### src/rtl/serial_baud_pkg.sv
package serial_baud_pkg;

  typedef enum logic {
    LINK_WIRED = 1'b0,
    LINK_RADIO = 1'b1
  } link_e;

  // Cycles per oversampling tick for rate index idx (rate = base << idx).
  function automatic int unsigned tick_divisor(int unsigned ref_hz,
                                               int unsigned oversample,
                                               int unsigned base_baud,
                                               int unsigned idx);
    return ref_hz / (oversample * (base_baud << idx));
  endfunction

  function automatic int unsigned index_width(int unsigned n);
    return (n <= 1) ? 1 : $clog2(n);
  endfunction

endpackage

### src/rtl/baud_rate_pick.sv
module baud_rate_pick
  import serial_baud_pkg::*;
#(
  parameter int unsigned NUM_RATES   = 4,
  parameter int unsigned IDX_W       = 2,
  parameter int unsigned DEFAULT_IDX = 1,
  parameter int unsigned RADIO_IDX   = 1
) (
  input  logic                 clk,
  input  logic                 rst_n,
  input  logic [NUM_RATES-1:0] jumper_i,
  input  logic                 radio_i,
  output logic [IDX_W-1:0]     rate_idx_o,
  output logic                 none_fitted_o,
  output logic                 multi_fitted_o
);

  logic [IDX_W-1:0] wired_idx;

  // Later (faster) fitted bits overwrite earlier ones: highest index wins.
  always_comb begin
    wired_idx = IDX_W'(DEFAULT_IDX);
    for (int i = 0; i < NUM_RATES; i++) begin
      if (jumper_i[i]) wired_idx = IDX_W'(i);
    end
  end

  assign none_fitted_o  = ~|jumper_i;
  assign multi_fitted_o = !$onehot0(jumper_i);
  assign rate_idx_o     = radio_i ? IDX_W'(RADIO_IDX) : wired_idx;

  assert_radio_fixed_R4: assert property (@(posedge clk) disable iff (!rst_n)
    radio_i |-> (rate_idx_o == IDX_W'(RADIO_IDX)));

  assert_default_rate_R2: assert property (@(posedge clk) disable iff (!rst_n)
    (!radio_i && none_fitted_o) |-> (rate_idx_o == IDX_W'(DEFAULT_IDX)));

  assert_pick_fitted_R3: assert property (@(posedge clk) disable iff (!rst_n)
    (!radio_i && !none_fitted_o) |-> jumper_i[rate_idx_o]);

  assert_pick_highest_R3: assert property (@(posedge clk) disable iff (!rst_n)
    (!radio_i && multi_fitted_o) |-> ((jumper_i >> (int'(rate_idx_o) + 1)) == '0));

endmodule

### src/rtl/baud_tick_gen.sv
module baud_tick_gen
  import serial_baud_pkg::*;
#(
  parameter int unsigned REF_CLK_HZ  = 1843200,
  parameter int unsigned OVERSAMPLE  = 16,
  parameter int unsigned BASE_BAUD   = 4800,
  parameter int unsigned NUM_RATES   = 4,
  parameter int unsigned DEFAULT_IDX = 1,
  parameter int unsigned IDX_W       = 2,
  parameter int unsigned CNT_W       = 5
) (
  input  logic             clk,
  input  logic             rst_n,
  input  logic [IDX_W-1:0] next_idx_i,
  input  link_e            next_link_i,
  output logic             tick_o,
  output link_e            link_o
);

  logic [CNT_W-1:0] div_tab [NUM_RATES];

  for (genvar g = 0; g < NUM_RATES; g++) begin : g_div
    assign div_tab[g] = CNT_W'(tick_divisor(REF_CLK_HZ, OVERSAMPLE, BASE_BAUD, g));
  end

  logic [CNT_W-1:0] cnt_q;
  logic [CNT_W-1:0] div_q;
  logic [CNT_W-1:0] next_div;
  link_e            link_q;
  logic             wrap;

  assign next_div = div_tab[next_idx_i];
  assign wrap     = (cnt_q == div_q - 1'b1);

  always_ff @(posedge clk) begin
    if (!rst_n) begin
      cnt_q  <= '0;
      div_q  <= div_tab[DEFAULT_IDX];
      link_q <= LINK_WIRED;
    end else if (wrap) begin
      cnt_q  <= '0;
      div_q  <= next_div;
      link_q <= next_link_i;
    end else begin
      cnt_q  <= cnt_q + 1'b1;
    end
  end

  assign tick_o = wrap;
  assign link_o = link_q;

  assert_single_pulse_R5: assert property (@(posedge clk) disable iff (!rst_n)
    tick_o |=> !tick_o);

  assert_count_bound_R1: assert property (@(posedge clk) disable iff (!rst_n)
    cnt_q < div_q);

  assert_div_hold_R6: assert property (@(posedge clk) disable iff (!rst_n)
    !tick_o |=> $stable(div_q));

  assert_div_reload_R6: assert property (@(posedge clk) disable iff (!rst_n)
    tick_o |=> (div_q == $past(next_div)));

  assert_link_hold_R9: assert property (@(posedge clk) disable iff (!rst_n)
    !tick_o |=> $stable(link_q));

endmodule

### src/rtl/serial_link_route.sv
module serial_link_route
  import serial_baud_pkg::*;
(
  input  logic  clk,
  input  logic  rst_n,
  input  link_e link_i,
  input  logic  rx_wired_i,
  input  logic  rx_radio_i,
  input  logic  tx_data_i,
  output logic  rx_o,
  output logic  tx_wired_o,
  output logic  tx_radio_o
);

  always_comb begin
    rx_o       = rx_wired_i;
    tx_wired_o = 1'b1;
    tx_radio_o = 1'b1;
    unique case (link_i)
      LINK_RADIO: begin
        rx_o       = rx_radio_i;
        tx_radio_o = tx_data_i;
      end
      default: begin
        tx_wired_o = tx_data_i;
      end
    endcase
  end

  assert_radio_idle_R8: assert property (@(posedge clk) disable iff (!rst_n)
    (link_i == LINK_WIRED) |-> tx_radio_o);

  assert_wired_idle_R8: assert property (@(posedge clk) disable iff (!rst_n)
    (link_i == LINK_RADIO) |-> tx_wired_o);

  assert_rx_radio_R7: assert property (@(posedge clk) disable iff (!rst_n)
    (link_i == LINK_RADIO) |-> (rx_o == rx_radio_i));

endmodule

### src/rtl/serial_baud_link_sel.sv
module serial_baud_link_sel
  import serial_baud_pkg::*;
#(
  parameter int unsigned REF_CLK_HZ  = 1843200,
  parameter int unsigned OVERSAMPLE  = 16,
  parameter int unsigned BASE_BAUD   = 4800,
  parameter int unsigned NUM_RATES   = 4,
  parameter int unsigned DEFAULT_IDX = 1,
  parameter int unsigned RADIO_IDX   = 1
) (
  input  logic                 clk,
  input  logic                 rst_n,
  input  logic [NUM_RATES-1:0] baud_jumper_i,
  input  logic                 radio_mode_i,
  input  logic                 rx_wired_i,
  input  logic                 rx_radio_i,
  input  logic                 tx_data_i,
  output logic                 tick16_o,
  output logic                 rx_data_o,
  output logic                 tx_wired_o,
  output logic                 tx_radio_o
);

  localparam int unsigned IDX_W   = index_width(NUM_RATES);
  localparam int unsigned MAX_DIV = tick_divisor(REF_CLK_HZ, OVERSAMPLE, BASE_BAUD, 0);
  localparam int unsigned CNT_W   = $clog2(MAX_DIV + 1);

  logic [IDX_W-1:0] rate_idx;
  logic             none_fitted;
  logic             multi_fitted;
  link_e            next_link;
  link_e            active_link;

  assign next_link = link_e'(radio_mode_i);

  baud_rate_pick #(
    .NUM_RATES  (NUM_RATES),
    .IDX_W      (IDX_W),
    .DEFAULT_IDX(DEFAULT_IDX),
    .RADIO_IDX  (RADIO_IDX)
  ) u_pick (
    .clk           (clk),
    .rst_n         (rst_n),
    .jumper_i      (baud_jumper_i),
    .radio_i       (radio_mode_i),
    .rate_idx_o    (rate_idx),
    .none_fitted_o (none_fitted),
    .multi_fitted_o(multi_fitted)
  );

  baud_tick_gen #(
    .REF_CLK_HZ (REF_CLK_HZ),
    .OVERSAMPLE (OVERSAMPLE),
    .BASE_BAUD  (BASE_BAUD),
    .NUM_RATES  (NUM_RATES),
    .DEFAULT_IDX(DEFAULT_IDX),
    .IDX_W      (IDX_W),
    .CNT_W      (CNT_W)
  ) u_tick (
    .clk        (clk),
    .rst_n      (rst_n),
    .next_idx_i (rate_idx),
    .next_link_i(next_link),
    .tick_o     (tick16_o),
    .link_o     (active_link)
  );

  serial_link_route u_route (
    .clk       (clk),
    .rst_n     (rst_n),
    .link_i    (active_link),
    .rx_wired_i(rx_wired_i),
    .rx_radio_i(rx_radio_i),
    .tx_data_i (tx_data_i),
    .rx_o      (rx_data_o),
    .tx_wired_o(tx_wired_o),
    .tx_radio_o(tx_radio_o)
  );

  assert_no_tick_in_reset_R10: assert property (@(posedge clk)
    !rst_n |=> (!tick16_o && tx_radio_o));

  assert_wireless_mode_rate_R4: assert property (@(posedge clk) disable iff (!rst_n)
    (radio_mode_i && !none_fitted && !multi_fitted) |-> (rate_idx == IDX_W'(RADIO_IDX)));

endmodule

### config.mk
export PLATFORM = sky130hd
export DESIGN_NAME = serial_baud_link_sel
export DESIGN_NICKNAME = d
export VERILOG_FILES = /design/src/rtl/serial_baud_pkg.sv /design/src/rtl/baud_rate_pick.sv /design/src/rtl/baud_tick_gen.sv /design/src/rtl/serial_link_route.sv /design/src/rtl/serial_baud_link_sel.sv
export SDC_FILE = /design/constraint.sdc
export NUM_CORES = 1
export LEC_CHECK = 0
export ABC_CLOCK_PERIOD_IN_PS = 2200
export BUFFER_PORTS_ARGS = -buffer_cell sky130_fd_sc_hd__buf_2
export CELL_PAD_IN_SITES_DETAIL_PLACEMENT = 2
export CELL_PAD_IN_SITES_GLOBAL_PLACEMENT = 2
export CORE_MARGIN = 10
export CORE_UTILIZATION = 32
export CTS_CLUSTER_SIZE = 24
export DETAILED_ROUTE_END_ITERATION = 12
export HOLD_SLACK_MARGIN = 0.12
export PLACE_DENSITY = 0.84
export SLEW_MARGIN = 20
export SYNTH_ARGS = -nofsm -noshare
export SYNTH_HDL_FRONTEND = slang
export SYNTH_HIERARCHICAL = 1
export SYNTH_SLANG_ARGS = --single-unit
### constraint.sdc
create_clock -name clk -period 2.2 [get_ports clk]
set_clock_uncertainty 0.05 [all_clocks]
set_input_delay 0.44 -clock clk [delete_from_list [all_inputs] [get_ports clk]]
set_output_delay 0.44 -clock clk [all_outputs]
set_load 0.05 [all_outputs]
==> impl_metrics.csv, run 1 <==
group,metric,value,unit
drt,first_pass_iters,2,
setup_path,crit_chain,"inv_2 -> ha_4 -> xnor2_2 -> o2bb2ai_2 -> a2111oi_4 -> buf_6",
logic_synthesis,syn-cell-area,687,um^2
hold_path,holdPathStages,3,
floorplan,chipHeight,66.3,um
drt,ant_nets,0,
logic_synthesis,syn_inst,72,
drt,viasPerCell,4.90,
setup_path,critPathBufInv,2,
floorplan,ios,14,
setup_path,start_kind,"flop",
placed_design,port_buffers,13,
floorplan,core_area,0.00200,mm^2
run_status,status,"complete, no violations",
global_routing,grt_pass1_vias,617,
sta,worstMarginPinSlew,0.319,ns
drt,wl_per_cell,15.2,um
global_routing,grt_overflow,0,
clocking,clkSinkCount,11,
global_routing,grt_util_all_layers,8.76,%
drt,vias,573,
global_routing,grt_max_degree,17,
sta,fin_setup_tns,0,ns
setup_path,cp_top_family,"compound AO/OA/AOI/OAI gates",
drt,remaining_drc_errors,0,
layout,area_delta_synth_final,27.1,%
setup_path,worstReg2RegEnd,"u_tick/div_q[3]$_SDFFE_PN1N_",
hold_path,hp-class,"in2reg",
clocking,tritoncts,"built",
setup_path,r2r-start,"u_tick/div_q[1]$_SDFFE_PN0N_",
setup_path,ff2ff_path_depth,8,
sta,setup_viol,0,
sta,min_period,2.15,ns
hold_path,whs_endpoint,"u_tick/link_o$_SDFFE_PN0N_",
layout,nets,106,
global_routing,grt_use_met1,8.23,%
clocking,cts_hold_buf,0,
sta,rsz0062_at_grt,"yes",
floorplan,start_util,34.3,%
clocking,cts-root-buf,"clkbuf_4",
floorplan,die-area,0.00440,mm^2
clocking,clkTransAtPathRegs,0.07,ns
placed_design,place_hpwl,1390,um
power,vdd_drop_max,292,uV
logic_synthesis,syn_nets,87,
power,leakagePower,0.352,nW
clocking,clockBufferDepth,2,
global_routing,busiest_layer,"met2",
setup_path,rrSetupSlack,0.16,ns
global_routing,grt_use_met2,15.4,%
sta,finalHoldViolCount,0,
setup_path,cp.depth,6,
drt,drt_iter0_drc,15,
setup_path,cp_max_fo,4,
power,power.density,468,mW/mm^2
clocking,numCtsBuffers,3,
floorplan,fp-row-count,16,
setup_path,crit_slowest_cell,"a2111oi_4",
logic_synthesis,avgSynthCellArea,9.54,um^2
placed_design,gp_congestion,0.645,
logic_synthesis,yosys_warnings,6,
setup_path,arrival,1.66,ns
global_routing,grt_pass1_wl,2890,um
clocking,htree_levels,1,
sta,fin_crit_sh,97.8,%
sta,slew_headroom,78.7,%
setup_path,crit_required,1.71,ns
setup_path,end_kind,"output port",
hold_path,min_from,"radio_mode_i",
flow_run,maxCapViolCount,0,
global_routing,met3_usage,3.56,%
floorplan,die_w,66.3,um
clocking,insertion_delay,0.27,ns
global_routing,antenna_found_initial,0,
layout,drive_gt1_share,41.1,%
setup_path,slowest_delay,0.35,ns
layout,antenna_cells,0,
sta,holdWs,0.392,ns
drt,wirelength,1780,um
setup_path,crit_type,"reg2out",
sta,max_freq,465,MHz
sta,drv_slew,0,
-- timing repair --
action	CTS	global route
endpoints found under the setup margin	1	1
setup buffers	3	0
resized for setup	9	5
cloned	0	0
pin swaps	4	2
-- power by group --
group	total [mW]	switching, mW	internal, mW	leakage (nW)
Sequential	0.212	0.00771	0.204	0.0908
Clock	0.142	0.0715	0.0704	0.0150
Combinational	0.0546	0.0286	0.0260	0.246
-- final cells by class --
type | instances | area (um^2)
Sequential cell | 11 | 224
Clock buffer | 4 | 26.3
Inverter | 5 | 18.8
Multi-Input combinational cell | 53 | 469
Fill cell | 230 | 1130
Timing Repair Buffer | 17 | 101
Tap cell | 27 | 33.8
-- registers in the layout, indices dropped and copies added (netlist names) --
| name | count |
|---|---|
| u_tick/cnt_q | 5 |
| u_tick/div_q | 5 |
| u_tick/link_o | 1 |
-- worst min-delay path, stage by stage --
cell     delay [ns]
buf_2          0.11
nand2_1        0.05
mux2i_1        0.06
-- placed cells by master, fill, tap and decap left out, types with 2 or more instances in the layout --
master	count
xnor2_2	2
dfxtp_1	8
clkbuf_4	3
mux2i_1	5
ha_1	4
buf_4	4
xor2_1	4
nor2b_1	2
nand2b_1	2
buf_2	12
nand3_1	2
nand2_1	9
xnor2_1	3
nor2_1	4
inv_1	3
inv_2	2
nor3b_1	4
dfxtp_2	3
-- routing by layer --
metal	share of wire, %	vias up
met2	56	11
met5	0	-
met3	5.2	4
met4	1.8	0
li1	-	274
met1	37	284
-- worst max path at each step --
stage | startpoint | endpoint | slack, ns
floorplan | u_tick/div_q[0]$_SDFFE_PN0N_ | tick16_o | 0.17
global placement | u_tick/div_q[0]$_SDFFE_PN0N_ | tick16_o | 0.12
detailed placement | u_tick/div_q[0]$_SDFFE_PN0N_ | tick16_o | 0.02
CTS | u_tick/div_q[1]$_SDFFE_PN0N_ | tick16_o | -0.01
global route | u_tick/div_q[0]$_SDFFE_PN0N_ | tick16_o | -0.04
finish | u_tick/div_q[1]$_SDFFE_PN0N_ | tick16_o | 0.05
-- stage by stage --
| stage | setup slack, ns | util, % | power (mW) | area, um^2 | instances |
|---|---|---|---|---|---|
| floorplan | 0.167 | - | 0.252 | 687 | 72 |
| global placement | 0.116 | 38.3 | 0.265 | 767 | 110 |
| global route | -0.0358 | 43.6 | 0.435 | 873 | 117 |
| finish | 0.0483 | 43.6 | 0.408 | 873 | 117 |
| detailed placement | 0.0232 | 38.3 | 0.269 | 767 | 110 |
| CTS | -0.0116 | 42.2 | 0.416 | 845 | 117 |
Power figures use the tool's default switching activity.
==> inputs of run 2 (changes only) <==
--- a/config.mk
+++ b/config.mk
@@ -5,7 +5,7 @@
 export SDC_FILE = /design/constraint.sdc
 export NUM_CORES = 1
 export LEC_CHECK = 0
-export ABC_CLOCK_PERIOD_IN_PS = 2200
+export ABC_CLOCK_PERIOD_IN_PS = 2450
 export BUFFER_PORTS_ARGS = -buffer_cell sky130_fd_sc_hd__buf_2
 export CELL_PAD_IN_SITES_DETAIL_PLACEMENT = 2
 export CELL_PAD_IN_SITES_GLOBAL_PLACEMENT = 2
==> constraint.sdc (replaced) <==
create_clock -name clk -period 2.45 [get_ports clk]
set_clock_uncertainty 0.05 [all_clocks]
set_input_delay 0.49 -clock clk [delete_from_list [all_inputs] [get_ports clk]]
set_output_delay 0.49 -clock clk [all_outputs]
set_load 0.05 [all_outputs]
==> run 2 against run 1 <==
Effect of this change: highest routed layer is now met3; sequential share of layout area rose by 2.0 points; setup slack better by 0.088 ns; cell area shrank 8.3%; total power shrank 12%; clock power down 13%; via count decreased by 7.0%; routed wire length shrank 8.1%.
==> impl_metrics.csv, run 2 (synthesized netlist as in run 1, its figures left out) <==
group,metric,value,unit
drt,wl_per_cell,14.4,um
global_routing,grt_overflow,0,
layout,fin_area,801,um^2
layout,antenna_cells,0,
clocking,cts-root-buf,"clkbuf_4",
clocking,cts_setup_buffers,0,
setup_path,cp_max_fo,4,
flow_run,maxCapViolCount,0,
placed_design,dp.cells,110,
placed_design,gp_congestion,0.646,
placed_design,pre_cts_ws,0.220,ns
power,leakagePower,0.317,nW
floorplan,die-area,0.00440,mm^2
sta,finalHoldViolCount,0,
layout,multi_input_area,422,um^2
sta,setup_viol,0,
drt,ant_nets,0,
layout,nFillCells,232,
layout,mostFrequentLayoutCells,"12 x buf_2, 10 x dfxtp_1, 9 x nand2_1",
floorplan,start_util,34.3,%
layout,finish.utilization,40.0,%
clocking,cts_hold_buf,0,
layout,nets,103,
sta,drv_slew,0,
placed_design,place_hpwl,1370,um
floorplan,ios,14,
power,total_power,0.360,mW
setup_path,crit_type,"reg2out",
sta,rsz0062_at_grt,"no",
setup_path,start_kind,"flop",
drt,remaining_drc_errors,0,
power,vdd_drop_max,180,uV
setup_path,crit_required,1.91,ns
sta,max_freq,432,MHz
drt,wirelength,1640,um
sta,holdWs,0.444,ns
layout,final_common_cell,"buf_2",
global_routing,grt_pass1_vias,604,
clocking,numCtsBuffers,3,
power,power.density,450,mW/mm^2
sta,fin_ws,0.136,ns
layout,drive_gt1_share,28.7,%
run_status,status,"complete, no violations",
sta,min_period,2.31,ns
global_routing,grt_util_all_layers,8.34,%
drt,viasPerCell,4.68,
floorplan,die_w,66.3,um
sta,slew_headroom,76.4,%
placed_design,place_area,767,um^2
layout,area_delta_synth_final,16.6,%
drt,first_pass_iters,4,
clocking,clkTransAtPathRegs,0.07,ns
clocking,htree_levels,1,
global_routing,grt_pass1_wl,2850,um
sta,fin_setup_tns,0,ns
hold_path,hp-class,"reg2reg",
global_routing,antenna_found_initial,0,
clocking,tritoncts,"built",
floorplan,chipHeight,66.3,um
floorplan,core_area,0.00200,mm^2
layout,ff_latch_area,221,um^2
sta,fin_crit_sh,94.5,%
setup_path,end_kind,"output port",
placed_design,port_buffers,13,
sta,worstMarginPinSlew,0.351,ns
clocking,clkSinkCount,11,
layout,finalNonFillerCells,114,
drt,drt_iter0_drc,17,
global_routing,grt_max_degree,17,
clocking,insertion_delay,0.27,ns
floorplan,fp-row-count,16,
drt,vias,533,
clocking,clockBufferDepth,2,
setup_path,arrival,1.77,ns
run 2: report_power, final:
group | internal, mW | switching, mW
registers | 0.183 | 0.00609
logic | 0.0217 | 0.0255
clock network | 0.0630 | 0.0610
run 2: what timing repair did:
item	CTS	global route
resized for setup	3	0
pin swaps	0	1
gates cloned	0	0
setup endpoints to repair	1	1
run 2: final cells by class:
class	count	area share (%)
inverter	5	2.34
sequential	11	27.7
multi-input combinational	53	52.7
timing repair buffer	14	9.84
tap	27	4.22
clock buffer	4	3.28
run 2: final timing paths:
kind	start	end	slack (ns)	depth (start not counted)
max	u_tick/div_q[0]$_SDFFE_PN0N_	tick16_o	0.14	6
min	u_tick/div_q[0]$_SDFFE_PN0N_	u_tick/div_q[0]$_SDFFE_PN0N_	0.44	2
max reg2reg	u_tick/div_q[0]$_SDFFE_PN0N_	u_tick/div_q[3]$_SDFFE_PN1N_	0.38	7
min reg2reg	u_tick/div_q[0]$_SDFFE_PN0N_	u_tick/div_q[0]$_SDFFE_PN0N_	0.44	2
run 2: routing by layer:
layer / part of all wire, % / vias to the layer above / global-route usage (%)
met5: 0 / - / 0
met4: 0 / 0 / 4.71
met3: 3.4 / 0 / 2.71
met2: 58 / 9 / 14.5
met1: 39 / 258 / 8.58
li1: - / 266 / -
run 2: worst max-delay path, stage by stage (launching register included):
cell and delay, ns:
dfxtp_2 0.36, inv_1 0.05, ha_1 0.29, xor2_1 0.15
nand2_1 0.11, a2111oi_4 0.34, buf_6 0.21
==> inputs of run 3 (changes only) <==
--- a/config.mk
+++ b/config.mk
@@ -10,11 +10,12 @@
 export CELL_PAD_IN_SITES_DETAIL_PLACEMENT = 2
 export CELL_PAD_IN_SITES_GLOBAL_PLACEMENT = 2
 export CORE_MARGIN = 10
-export CORE_UTILIZATION = 32
+export CORE_UTILIZATION = 34
+export CTS_BUF_LIST = sky130_fd_sc_hd__clkbuf_2
 export CTS_CLUSTER_SIZE = 24
 export DETAILED_ROUTE_END_ITERATION = 12
 export HOLD_SLACK_MARGIN = 0.12
-export PLACE_DENSITY = 0.84
+export PLACE_DENSITY = 0.88
 export SLEW_MARGIN = 20
 export SYNTH_ARGS = -nofsm -noshare
 export SYNTH_HDL_FRONTEND = slang
==> run 3 against run 2 <==
Effect of this change: critical path depth unchanged; sequential cell count unchanged; non-clock buffer count unchanged; hold slack about the same; core utilization increased by 0.91 points; global-route usage increased by 0.15 points; sequential share of layout area increased by 0.22 points; routed wire length decreased by 2.5%; register-to-register slack got worse by 0.02 ns; critical endpoint unchanged; highest routed layer is now met4; final cell count unchanged; combinational power about the same.
==> impl_metrics.csv, run 3 (synthesized netlist as in run 1, its figures left out) <==
group,metric,value,unit
run_status,status,"complete, no violations",
sta,fin_crit_sh,94.5,%
setup_path,crit_slowest_cell,"dfxtp_2",
layout,fin_area,795,um^2
setup_path,cp_top_family,"compound AO/OA/AOI/OAI gates",
sta,worstMarginPinSlew,0.361,ns
floorplan,die-area,0.00422,mm^2
layout,ff_latch_area,221,um^2
drt,first_pass_iters,2,
global_routing,antenna_found_initial,0,
setup_path,arrival,1.78,ns
layout,mostFrequentLayoutCells,"12 x buf_2, 10 x dfxtp_1, 9 x nand2_1",
global_routing,grt_pass1_vias,627,
sta,rsz0062_at_grt,"no",
drt,viasPerCell,4.73,
sta,max_freq,432,MHz
sta,slew_headroom,75.8,%
sta,holdWs,0.444,ns
layout,final_common_cell,"buf_2",
floorplan,die_w,64.9,um
placed_design,place_hpwl,1380,um
floorplan,start_util,35.4,%
drt,wirelength,1600,um
clocking,clkTransAtPathRegs,0.10,ns
layout,finalNonFillerCells,114,
global_routing,grt_max_degree,17,
clocking,numCtsBuffers,3,
clocking,cts_setup_buffers,0,
floorplan,ios,14,
clocking,clockBufferDepth,2,
setup_path,rrSetupSlack,0.36,ns
clocking,insertion_delay,0.25,ns
hold_path,hp-class,"reg2reg",
setup_path,crit_required,1.91,ns
sta,setup_viol,0,
power,power.density,428,mW/mm^2
drt,drt_iter0_drc,2,
drt,remaining_drc_errors,0,
layout,antenna_cells,0,
layout,area_delta_synth_final,15.7,%
flow_run,maxCapViolCount,0,
hold_path,holdPathStages,2,
global_routing,grt_util_all_layers,8.50,%
setup_path,slowest_delay,0.37,ns
setup_path,crit_chain,"inv_1 -> ha_1 -> o21bai_1 -> o2bb2ai_2 -> a2111oi_4 -> buf_6",
sta,min_period,2.32,ns
placed_design,port_buffers,13,
placed_design,dp.cells,110,
drt,vias,539,
setup_path,ff2ff_path_depth,7,
power,leakagePower,0.318,nW
setup_path,cp.depth,6,
floorplan,chipHeight,64.9,um
sta,finalHoldViolCount,0,
clocking,cts-root-buf,"clkbuf_2",
drt,wl_per_cell,14.0,um
global_routing,grt_overflow,0,
layout,nets,103,
floorplan,fp-row-count,16,
sta,drv_slew,0,
power,vdd_drop_max,245,uV
layout,drive_gt1_share,29.9,%
clocking,tritoncts,"built",
floorplan,core_area,0.00194,mm^2
setup_path,start_kind,"flop",
drt,ant_nets,0,
setup_path,crit_type,"reg2out",
setup_path,cp_max_fo,4,
placed_design,gp_congestion,0.790,
setup_path,critPathBufInv,2,
clocking,htree_levels,1,
layout,multi_input_area,422,um^2
placed_design,place_area,767,um^2
clocking,clkSinkCount,11,
layout,nFillCells,235,
global_routing,grt_pass1_wl,2870,um
setup_path,end_kind,"output port",
sta,fin_setup_tns,0,ns
run 3: what timing repair did:
action / CTS / global route
setup endpoints to repair: 1 / 1
hold buffers: 0 / 0
resized for setup: 2 / 1
pin swaps: 0 / 2
run 3: final timing paths:
path | startpoint | end
max | u_tick/div_q[0]$_SDFFE_PN0N_ | tick16_o
min | u_tick/div_q[0]$_SDFFE_PN0N_ | u_tick/div_q[0]$_SDFFE_PN0N_
min reg2reg | u_tick/div_q[0]$_SDFFE_PN0N_ | u_tick/div_q[0]$_SDFFE_PN0N_
max reg2reg | u_tick/div_q[0]$_SDFFE_PN0N_ | u_tick/div_q[3]$_SDFFE_PN1N_
run 3: stage by stage:
stage	util [%]	setup slack [ns]	power (mW)
final	40.9	0.134	0.340
after global routing	40.9	0.0188	0.362
after CTS	40.9	0.0136	0.345
after detailed placement	39.5	0.220	0.242
after global placement	39.5	0.313	0.238
after floorplan	-	0.367	0.226
run 3: worst min-delay path, cell delays in order (launching register included):
cell and delay [ns]:
dfxtp_2 0.35, nand2_1 0.06, mux2i_1 0.06
run 3: power breakdown:
part           leakage, nW  total (mW)  switching (mW)  internal [mW]
Sequential          0.0898       0.189         0.00583          0.183
Combinational        0.212      0.0474          0.0258         0.0216
Clock               0.0166       0.103          0.0599         0.0434
run 3: area by class of cell:
type	count	area share, %
Timing Repair Buffer	14	9.92
Multi-Input combinational cell	53	53.1
Clock buffer	4	2.52
Tap cell	27	4.25
Sequential cell	11	27.9
Inverter	5	2.36
run 3: routing by layer:
layer  global-route usage [%]  routed length (um)
met5                        0                   0
met4                     2.41                  12
met3                     2.41                  51
met1                     8.70                 640
met2                     16.3                 892
